$ cat src/rtl/pwmSlavePkg.sv
package pwmSlavePkg;

  // Strobes from the slot control to the datapath; at most one is high per cycle.
  typedef struct packed {
    logic slotStart;  // master falling edge accepted, slot restarts
    logic samplePt;   // counter reaches the sample count
    logic timeout;    // counter reaches its all-ones count
  } slotStrb_t;

endpackage

$ cat src/rtl/pwmSlaveCtrl.sv
module pwmSlaveCtrl
  import pwmSlavePkg::*;
#(
  parameter int CNT_W     = 3,
  parameter int TICK_DIV  = 4,
  parameter int SAMPLE_AT = 2
) (
  input  logic             clk,
  input  logic             rstN,
  input  logic             lineIn,
  input  logic             pullDown,
  output slotStrb_t        strb,
  output logic             lineSync,
  output logic [CNT_W-1:0] grayCnt
);

  localparam int PRE_W = (TICK_DIV < 2) ? 1 : $clog2(TICK_DIV);
  localparam logic [PRE_W-1:0] PRE_LAST = PRE_W'(TICK_DIV - 1);
  localparam logic [CNT_W-1:0] CNT_MAX = '1;
  localparam logic [CNT_W-1:0] CNT_SAMPLE = CNT_W'(SAMPLE_AT);

  function automatic logic [CNT_W-1:0] grayToBin(input logic [CNT_W-1:0] g);
    logic [CNT_W-1:0] b;
    b[CNT_W-1] = g[CNT_W-1];
    for (int i = CNT_W - 2; i >= 0; i--) b[i] = b[i+1] ^ g[i];
    return b;
  endfunction

  function automatic logic [CNT_W-1:0] binToGray(input logic [CNT_W-1:0] b);
    return b ^ (b >> 1);
  endfunction

  logic [2:0]       syncQ;     // [0],[1] synchronizer, [2] previous level
  logic             running;
  logic [PRE_W-1:0] preCnt;
  logic [CNT_W-1:0] grayQ;
  logic [CNT_W-1:0] binNext;
  logic             fallEdge;
  logic             tick;

  always_ff @(posedge clk or negedge rstN) begin
    if (!rstN) syncQ <= '1;
    else       syncQ <= {syncQ[1:0], lineIn};
  end

  assign lineSync = syncQ[1];
  assign fallEdge = syncQ[2] & ~syncQ[1] & ~pullDown;
  assign tick     = running && (preCnt == PRE_LAST);
  assign binNext  = grayToBin(grayQ) + 1'b1;

  always_comb begin
    strb.slotStart = fallEdge;
    strb.samplePt  = !fallEdge && tick && (binNext == CNT_SAMPLE);
    strb.timeout   = !fallEdge && tick && (binNext == CNT_MAX);
  end

  always_ff @(posedge clk or negedge rstN) begin
    if (!rstN) begin
      running <= 1'b0;
      preCnt  <= '0;
      grayQ   <= binToGray(CNT_MAX);
    end else if (fallEdge) begin
      running <= 1'b1;
      preCnt  <= '0;
      grayQ   <= '0;
    end else if (running) begin
      if (tick) begin
        preCnt <= '0;
        grayQ  <= binToGray(binNext);
        if (binNext == CNT_MAX) running <= 1'b0;
      end else begin
        preCnt <= preCnt + 1'b1;
      end
    end
  end

  assign grayCnt = grayQ;

endmodule

$ cat src/rtl/pwmSlaveData.sv
module pwmSlaveData
  import pwmSlavePkg::*;
(
  input  logic      clk,
  input  logic      rstN,
  input  slotStrb_t strb,
  input  logic      lineSync,
  input  logic      txEn,
  input  logic      txBit,
  output logic      pullDown,
  output logic      rxBit,
  output logic      rxValid,
  output logic      frameStart
);

  logic readSlot;

  always_ff @(posedge clk or negedge rstN) begin
    if (!rstN) begin
      readSlot   <= 1'b0;
      pullDown   <= 1'b0;
      rxBit      <= 1'b0;
      rxValid    <= 1'b0;
      frameStart <= 1'b0;
    end else begin
      rxValid    <= 1'b0;
      frameStart <= 1'b0;
      if (strb.slotStart) begin
        readSlot <= txEn;
        pullDown <= txEn & ~txBit;
      end else begin
        if (strb.samplePt) begin
          pullDown <= 1'b0;
          if (!readSlot) begin
            rxValid <= 1'b1;
            rxBit   <= lineSync;
          end
        end
        if (strb.timeout) frameStart <= 1'b1;
      end
    end
  end

endmodule

$ cat src/rtl/pwmSlave.sv
module pwmSlave
  import pwmSlavePkg::*;
#(
  parameter int CNT_W     = 3,
  parameter int TICK_DIV  = 4,
  parameter int SAMPLE_AT = 2
) (
  input  logic clk,
  input  logic rstN,
  input  logic lineIn,
  input  logic txEn,
  input  logic txBit,
  output logic pullDown,
  output logic rxBit,
  output logic rxValid,
  output logic frameStart
);

  slotStrb_t        strb;
  logic             lineSync;
  logic [CNT_W-1:0] grayCnt;
  logic             pullDownW;

  pwmSlaveCtrl #(
    .CNT_W(CNT_W), .TICK_DIV(TICK_DIV), .SAMPLE_AT(SAMPLE_AT)
  ) uCtrl (
    .clk(clk), .rstN(rstN), .lineIn(lineIn), .pullDown(pullDownW),
    .strb(strb), .lineSync(lineSync), .grayCnt(grayCnt)
  );

  pwmSlaveData uData (
    .clk(clk), .rstN(rstN), .strb(strb), .lineSync(lineSync),
    .txEn(txEn), .txBit(txBit), .pullDown(pullDownW),
    .rxBit(rxBit), .rxValid(rxValid), .frameStart(frameStart)
  );

  assign pullDown = pullDownW;

endmodule

$ cat config.mk
export PLATFORM = sky130hd
export DESIGN_NAME = pwmSlave
export DESIGN_NICKNAME = d
export VERILOG_FILES = /design/src/rtl/pwmSlavePkg.sv /design/src/rtl/pwmSlaveCtrl.sv /design/src/rtl/pwmSlaveData.sv /design/src/rtl/pwmSlave.sv
export SDC_FILE = /design/constraint.sdc
export NUM_CORES = 1
export LEC_CHECK = 0
export BUFFER_PORTS_ARGS = -buffer_cell sky130_fd_sc_hd__buf_2
export CAP_MARGIN = 20
export CORE_MARGIN = 4
export CORE_UTILIZATION = 25
export DETAILED_ROUTE_END_ITERATION = 10
export GPL_TIMING_DRIVEN = 0
export PLACE_DENSITY = 0.54
export SLEW_MARGIN = 10
export SYNTH_ARGS = -nofsm -noshare
export SYNTH_HDL_FRONTEND = slang
export SYNTH_SLANG_ARGS = --single-unit
$ cat constraint.sdc
create_clock -name clk -period 1.3 [get_ports clk]
set_input_delay 0.13 -clock clk [delete_from_list [all_inputs] [get_ports clk]]
set_output_delay 0.13 -clock clk [all_outputs]
set_load 0.01 [all_outputs]
==> results of run 1 <==
==> layout make-up <==
cell class,count,area [um^2]
Timing Repair Buffer,12,75.1
Sequential cell,14,355
Inverter,1,3.75
Clock buffer,4,36.3
Fill cell,235,1480
Multi-Input combinational cell,28,240
Tap cell,28,35.0
Buffer,1,7.51
==> timing repair <==
action                                 CTS  global route
setup endpoints to repair                2             2
setup buffers                            2             0
gates resized for setup                  1             1
hold buffers                             2             0
endpoints found under the hold margin   11             0
==> stage by stage <==
step                      setup slack (ps)  setup TNS [ps]  hold slack, ps  instances  area, um^2
final                                 -113            -113            99.8         88         753
after global routing                  -176            -197            93.0         88         753
after CTS                             -120            -120            79.1         88         749
after detailed placement              -192            -357            40.5         80         668
after global placement                -187            -340            40.1         80         668
after floorplan                      -61.1           -96.1            -166         44         593
==> power breakdown <==
| part | internal [mW] | switching [mW] | total, mW |
|---|---|---|---|
| Combinational | 0.00987 | 0.0100 | 0.0199 |
| Sequential | 0.444 | 0.00314 | 0.447 |
| Clock | 0.170 | 0.140 | 0.310 |
| Total | 0.624 | 0.153 | 0.777 |
==> worst paths after layout <==
kind / start / to / slack [ps] / cells after the start
worst max-delay path: uCtrl.preCnt[0]$_DFFE_PN0P_ / uData.rxBit$_DFFE_PN0P_ / -110 / 4
worst min-delay path: txEn / uData.readSlot$_DFFE_PN0N_ / 100 / 2
worst max register to register: uCtrl.preCnt[0]$_DFFE_PN0P_ / uData.rxBit$_DFFE_PN0P_ / -110 / 4
worst min register to register: uCtrl.syncQ[0]$_DFF_PN1_ / uCtrl.syncQ[1]$_DFF_PN1_ / 360 / 0
max in group asynchronous: rstN / uCtrl.syncQ[0]$_DFF_PN1_ / 750 / 2
min in group asynchronous: rstN / uCtrl.preCnt[1]$_DFFE_PN0P_ / 260 / 2
==> layout by cell type (no fill, tap or decap), drive strengths merged, types with 2 or more instances in the layout <==
cell,n
clkbuf,4
nand2,3
nand3b,2
mux2i,2
dfstp,4
buf,11
dfrtp,10
nor2,3
nand4b,3
dlygate4sd3,2
mux2,2
o21ai,2
a21oi,2
==> state kept, by name, summed over array words and instances, names as in the netlist <==
signal,cells
uCtrl.grayCnt,3
uData.frameStart,1
uCtrl.running,1
uCtrl.preCnt,2
uData.rxBit,1
uData.pullDown,1
uCtrl.syncQ,3
uData.rxValid,1
uData.readSlot,1
==> cells by family after synthesis <==
group           count (synthesis)
xor+xnor                        1
fa+ha+maj                       1
simple gates                   15
flops                          14
mux                             4
buf+inv                         2
compound gates                  7
==> routing by layer <==
metal / vias to the layer above / wire length, um
met4: 0 / 0
met5: - / 0
li1: 192 / -
met3: 0 / 81
met1: 174 / 507
met2: 11 / 412
==> worst reg2reg max path, delay by kind of cell (launching register included) <==
| kind | cells | cell delay [ps] |
|---|---|---|
| flip-flops | 1 | 410 |
| AND/OR/NAND/NOR | 2 | 390 |
| multiplexers | 1 | 320 |
| adder cells (fa/ha/maj) | 1 | 190 |
==> results.json, run 1 <==
{
  "first_pass_iters": 4,
  "power_uw": 777,
  "yosys-mux-area-fraction_pct": 7.84,
  "skew_ps": 0.537,
  "synth_common_cells": "dfrtp_1, dfstp_2, nand2_1, nand4b_1, nor2_1",
  "synth_warnings": 0,
  "maxCapViolations": 0,
  "slew_headroom_pct": 79.1,
  "outcome": "finished, violations left",
  "dieWidth_um": 56.6,
  "drc": 0,
  "ys_seq_area_share_pct": 60.2,
  "drv_slew": 0,
  "grt_pass1_vias": 340,
  "syn_area_um2": 591,
  "clk_latency_ps": 280,
  "grtUsageTotal_pct": 6.57,
  "hold_violations": 0,
  "drtAntennaViolNets": 0,
  "postSynthRegisterBits": 14,
  "crit_buf_inv": 0,
  "cts_tree": "built",
  "critical_path.startpoint_type": "flop",
  "grt_busiest_layer": "met2",
  "slowest_stage": "dfrtp_1",
  "wirelength_mm": 1.00,
  "globalRoute.totalOverflow": 0,
  "die_area_mm2": 0.00320,
  "synth_top_family_by_area": "simple AND/OR/NAND/NOR gates",
  "dp_hpwl_um": 652,
  "synth_fp_nets": 50,
  "wire_per_inst_um": 11.4,
  "place_congestion": 0.640,
  "synth_compound_area_share_pct": 7.20,
  "port_buffers": 8,
  "clock_path_buffers": 2,
  "synth_top_area_cell": "dfrtp_1",
  "synthArstFlopShare_pct": 100,
  "core_area_mm2": 0.00223,
  "synthAdderAreaFrac_pct": 2.12,
  "numCtsBuffers": 3,
  "area_growth_pct": 27.5,
  "fmax_mhz": 708,
  "grt_pass1_wl_mm": 1.61,
  "hold_class": "in2reg",
  "grt_use_met2_pct": 8.91,
  "vdd_drop_max_mv": 0.654,
  "chipHeight_um": 56.6,
  "antenna_found_initial": 0,
  "finalCoreUtilization_pct": 33.7,
  "synthFlopType": "dfrtp_1",
  "cts_sinks": 14,
  "worstPathRequired_ps": 1470,
  "rsz0062_at_grt": "true",
  "failed_checks": "negative setup slack",
  "synthSimpleGateAreaFrac_pct": 19.3,
  "crit_type": "reg2reg",
  "synth_edf_count": 0,
  "vias_per_cell": 4.28,
  "synth_cells": 44,
  "fin_crit_ps": 1410,
  "yosysMostFrequentCell": "dfrtp_1",
  "critPathTopFamily": "flip-flops",
  "worstPathArrival_ps": 1580,
  "setup_violations": 1,
  "synth_cell_types": 22,
  "synth_xor_area_share_pct": 1.48,
  "powerDensity_mw_per_mm2": 1030,
  "leakagePower_nw": 0.334,
  "io_pins": 9,
  "tightest_slew_ps": 314,
  "setup_ws_ps": -113,
  "cp_max_fo": 7,
  "drt_iter0_markers": 2,
  "critPathCaptureType": "flop",
  "crit_chain": "ha_4 -> nand4b_1 -> nor4_4 -> mux2_4",
  "met1_usage_pct": 8.62,
  "clock_tree.root_cell": "clkbuf_4",
  "antennaDiodeCount": 0,
  "rows": 17,
  "use_met3_pct": 4.60,
  "drive_above_1_share_pct": 40.0,
  "synth.top_cell.area_share_pct": 42.4,
  "vias": 377,
  "max_stage_delay_ps": 410,
  "clkTransAtPathRegs_ps": 80,
  "cts_htree_levels": 1,
  "start_util_pct": 26.4,
  "grt_max_degree": 15,
  "nNetsFinal": 67,
  "avgSynthCellArea_um2": 13.4,
  "yosys-top-cells-area": "dfrtp_1, dfstp_2, nand4b_1, nor4_4, mux2i_1",
  "fin_crit_sh_pct": 109
}
Power figures use the tool's default switching activity.
==> run 2: changes to the inputs <==
Settings changed: BUFFER_PORTS_ARGS -buffer_cell sky130_fd_sc_hd__buf_2 to default, DONT_BUFFER_PORTS from default to 1, PLACE_DENSITY 0.54 to 0.51.
==> results.json, run 2 (synthesis results as in run 1) <==
{
  "dieWidth_um": 56.6,
  "rows": 17,
  "drv_slew": 0,
  "worstPathArrival_ps": 1590,
  "grtUsageTotal_pct": 6.81,
  "clkPwrFrac_pct": 33.5,
  "p_sw_uw": 140,
  "critical_path.startpoint_type": "flop",
  "antennaDiodeCount": 0,
  "grt_pass1_vias": 321,
  "swShare_pct": 20.0,
  "outcome": "finished, violations left",
  "place_congestion": 0.767,
  "vias": 359,
  "cts_sinks": 14,
  "hold_violations": 0,
  "start_util_pct": 26.4,
  "powerDensity_mw_per_mm2": 984,
  "finalCoreUtilization_pct": 31.8,
  "failed_checks": "negative setup slack",
  "drt_iter0_markers": 10,
  "io_pins": 9,
  "die_area_mm2": 0.00320,
  "grt_max_degree": 15,
  "dpl_cell_area_um2": 628,
  "skew_ps": 3.46,
  "maxCapViolations": 0,
  "leakagePower_nw": 0.296,
  "hold_class": "in2reg",
  "final_cell_area_um2": 709,
  "r2r_setup_slack_ps": -130,
  "cts_tree": "built",
  "rsz0062_at_grt": "true",
  "clkTransAtPathRegs_ps": 80,
  "first_pass_iters": 4,
  "wirelength_um": 938,
  "cts_htree_levels": 1,
  "fillers": 229,
  "area_growth_pct": 20.1,
  "vias_per_cell": 4.49,
  "drive_above_1_share_pct": 28.8,
  "setup_ws_ps": -132,
  "power_uw": 698,
  "grt_pass1_wl_mm": 1.61,
  "seqPwrFrac_pct": 64.0,
  "setup_violations": 1,
  "core_area_mm2": 0.00223,
  "critPathCaptureType": "flop",
  "antenna_found_initial": 0,
  "slew_headroom_pct": 58.0,
  "port_buffers": 0,
  "final_cells": 80,
  "p_comb_share_pct": 2.4,
  "drtAntennaViolNets": 0,
  "crit_type": "reg2reg",
  "clock_path_buffers": 2,
  "final_cell_mix": "dfrtp_1, dfstp_2",
  "numCtsBuffers": 3,
  "chipHeight_um": 56.6,
  "tightest_slew_ps": 628,
  "layout_commonest_cell": "dfrtp_1",
  "drc": 0,
  "clk_latency_ps": 270,
  "fin_crit_ps": 1430,
  "globalRoute.totalOverflow": 0,
  "dp_hpwl_um": 629,
  "nNetsFinal": 60,
  "fmax_mhz": 698,
  "intPower_uw": 559,
  "dp_cells": 72,
  "cp_max_fo": 7,
  "vdd_drop_max_mv": 0.689,
  "clock_tree.root_cell": "clkbuf_4",
  "worstPathRequired_ps": 1460,
  "fin_crit_sh_pct": 110,
  "wire_per_inst_um": 11.7
}
run 2: cell count changes in the layout (fill, tap and decap cells not counted):
cell	delta
buf_2	-8
clkbuf_8	-1
dlygate4sd3_1	+1
run 2: metrics by stage:
stage	TNS, ps	hold slack (ps)	worst slack [ps]
after detailed placement	-366	-165	-198
after global routing	-213	1.73	-213
after global placement	-348	-165	-193
final	-132	12.0	-132
after CTS	-146	2.67	-146
after floorplan	-96.1	-166	-61.1
run 2: cell type report:
cell class	count	area, um^2	share of cell area (%)
Sequential cell	14	355	50.1
Multi-Input combinational cell	28	240	33.9
Timing Repair Buffer	5	45.0	6.35
Tap cell	28	35.0	4.94
Clock buffer	3	22.5	3.17
Buffer	1	7.51	1.06
Inverter	1	3.75	0.529
run 2: what timing repair did:
item,in CTS,in global routing
endpoints found under the setup margin,2,2
buffers inserted,2,0
hold endpoints to repair,17,0
hold buffers,3,0
gates resized for setup,1,1
run 2: worst paths after layout:
check,startpoint,cells past startpoint,to
hold / removal,txBit,2,uData.pullDown$_DFFE_PN0P_
setup / recovery,uCtrl.preCnt[0]$_DFFE_PN0P_,4,uData.rxBit$_DFFE_PN0P_
hold reg to reg,uCtrl.syncQ[0]$_DFF_PN1_,0,uCtrl.syncQ[1]$_DFF_PN1_
setup reg to reg,uCtrl.preCnt[0]$_DFFE_PN0P_,4,uData.rxBit$_DFFE_PN0P_
max in group asynchronous,rstN,1,uCtrl.grayCnt[0]$_DFFE_PN0P_
min in group asynchronous,rstN,1,uData.pullDown$_DFFE_PN0P_
run 2: power groups by stage:
stage	Clock (mW)	Sequential [mW]	Combinational, mW
floorplan	0	0.454	0.00175
global placement	0	0.455	0.00175
detailed placement	0	0.455	0.00175
CTS	0.249	0.447	0.0177
global route	0.282	0.448	0.0202
finish	0.234	0.447	0.0170
run 2: metal layers:
| metal | global-route usage [%] | vias up | wire [um] |
|---|---|---|---|
| met3 | 4.83 | 0 | 62 |
| met5 | 0 | - | 0 |
| met2 | 8.75 | 9 | 410 |
| met1 | 8.89 | 176 | 464 |
| met4 | 2.03 | 0 | 0 |
| li1 | - | 174 | - |
run 2: critical path, stage by stage, from the launching register on:
cell and delay [ps]:
dfrtp_1 410, ha_4 190, nand4b_1 170, nor4_4 230
mux2_4 320
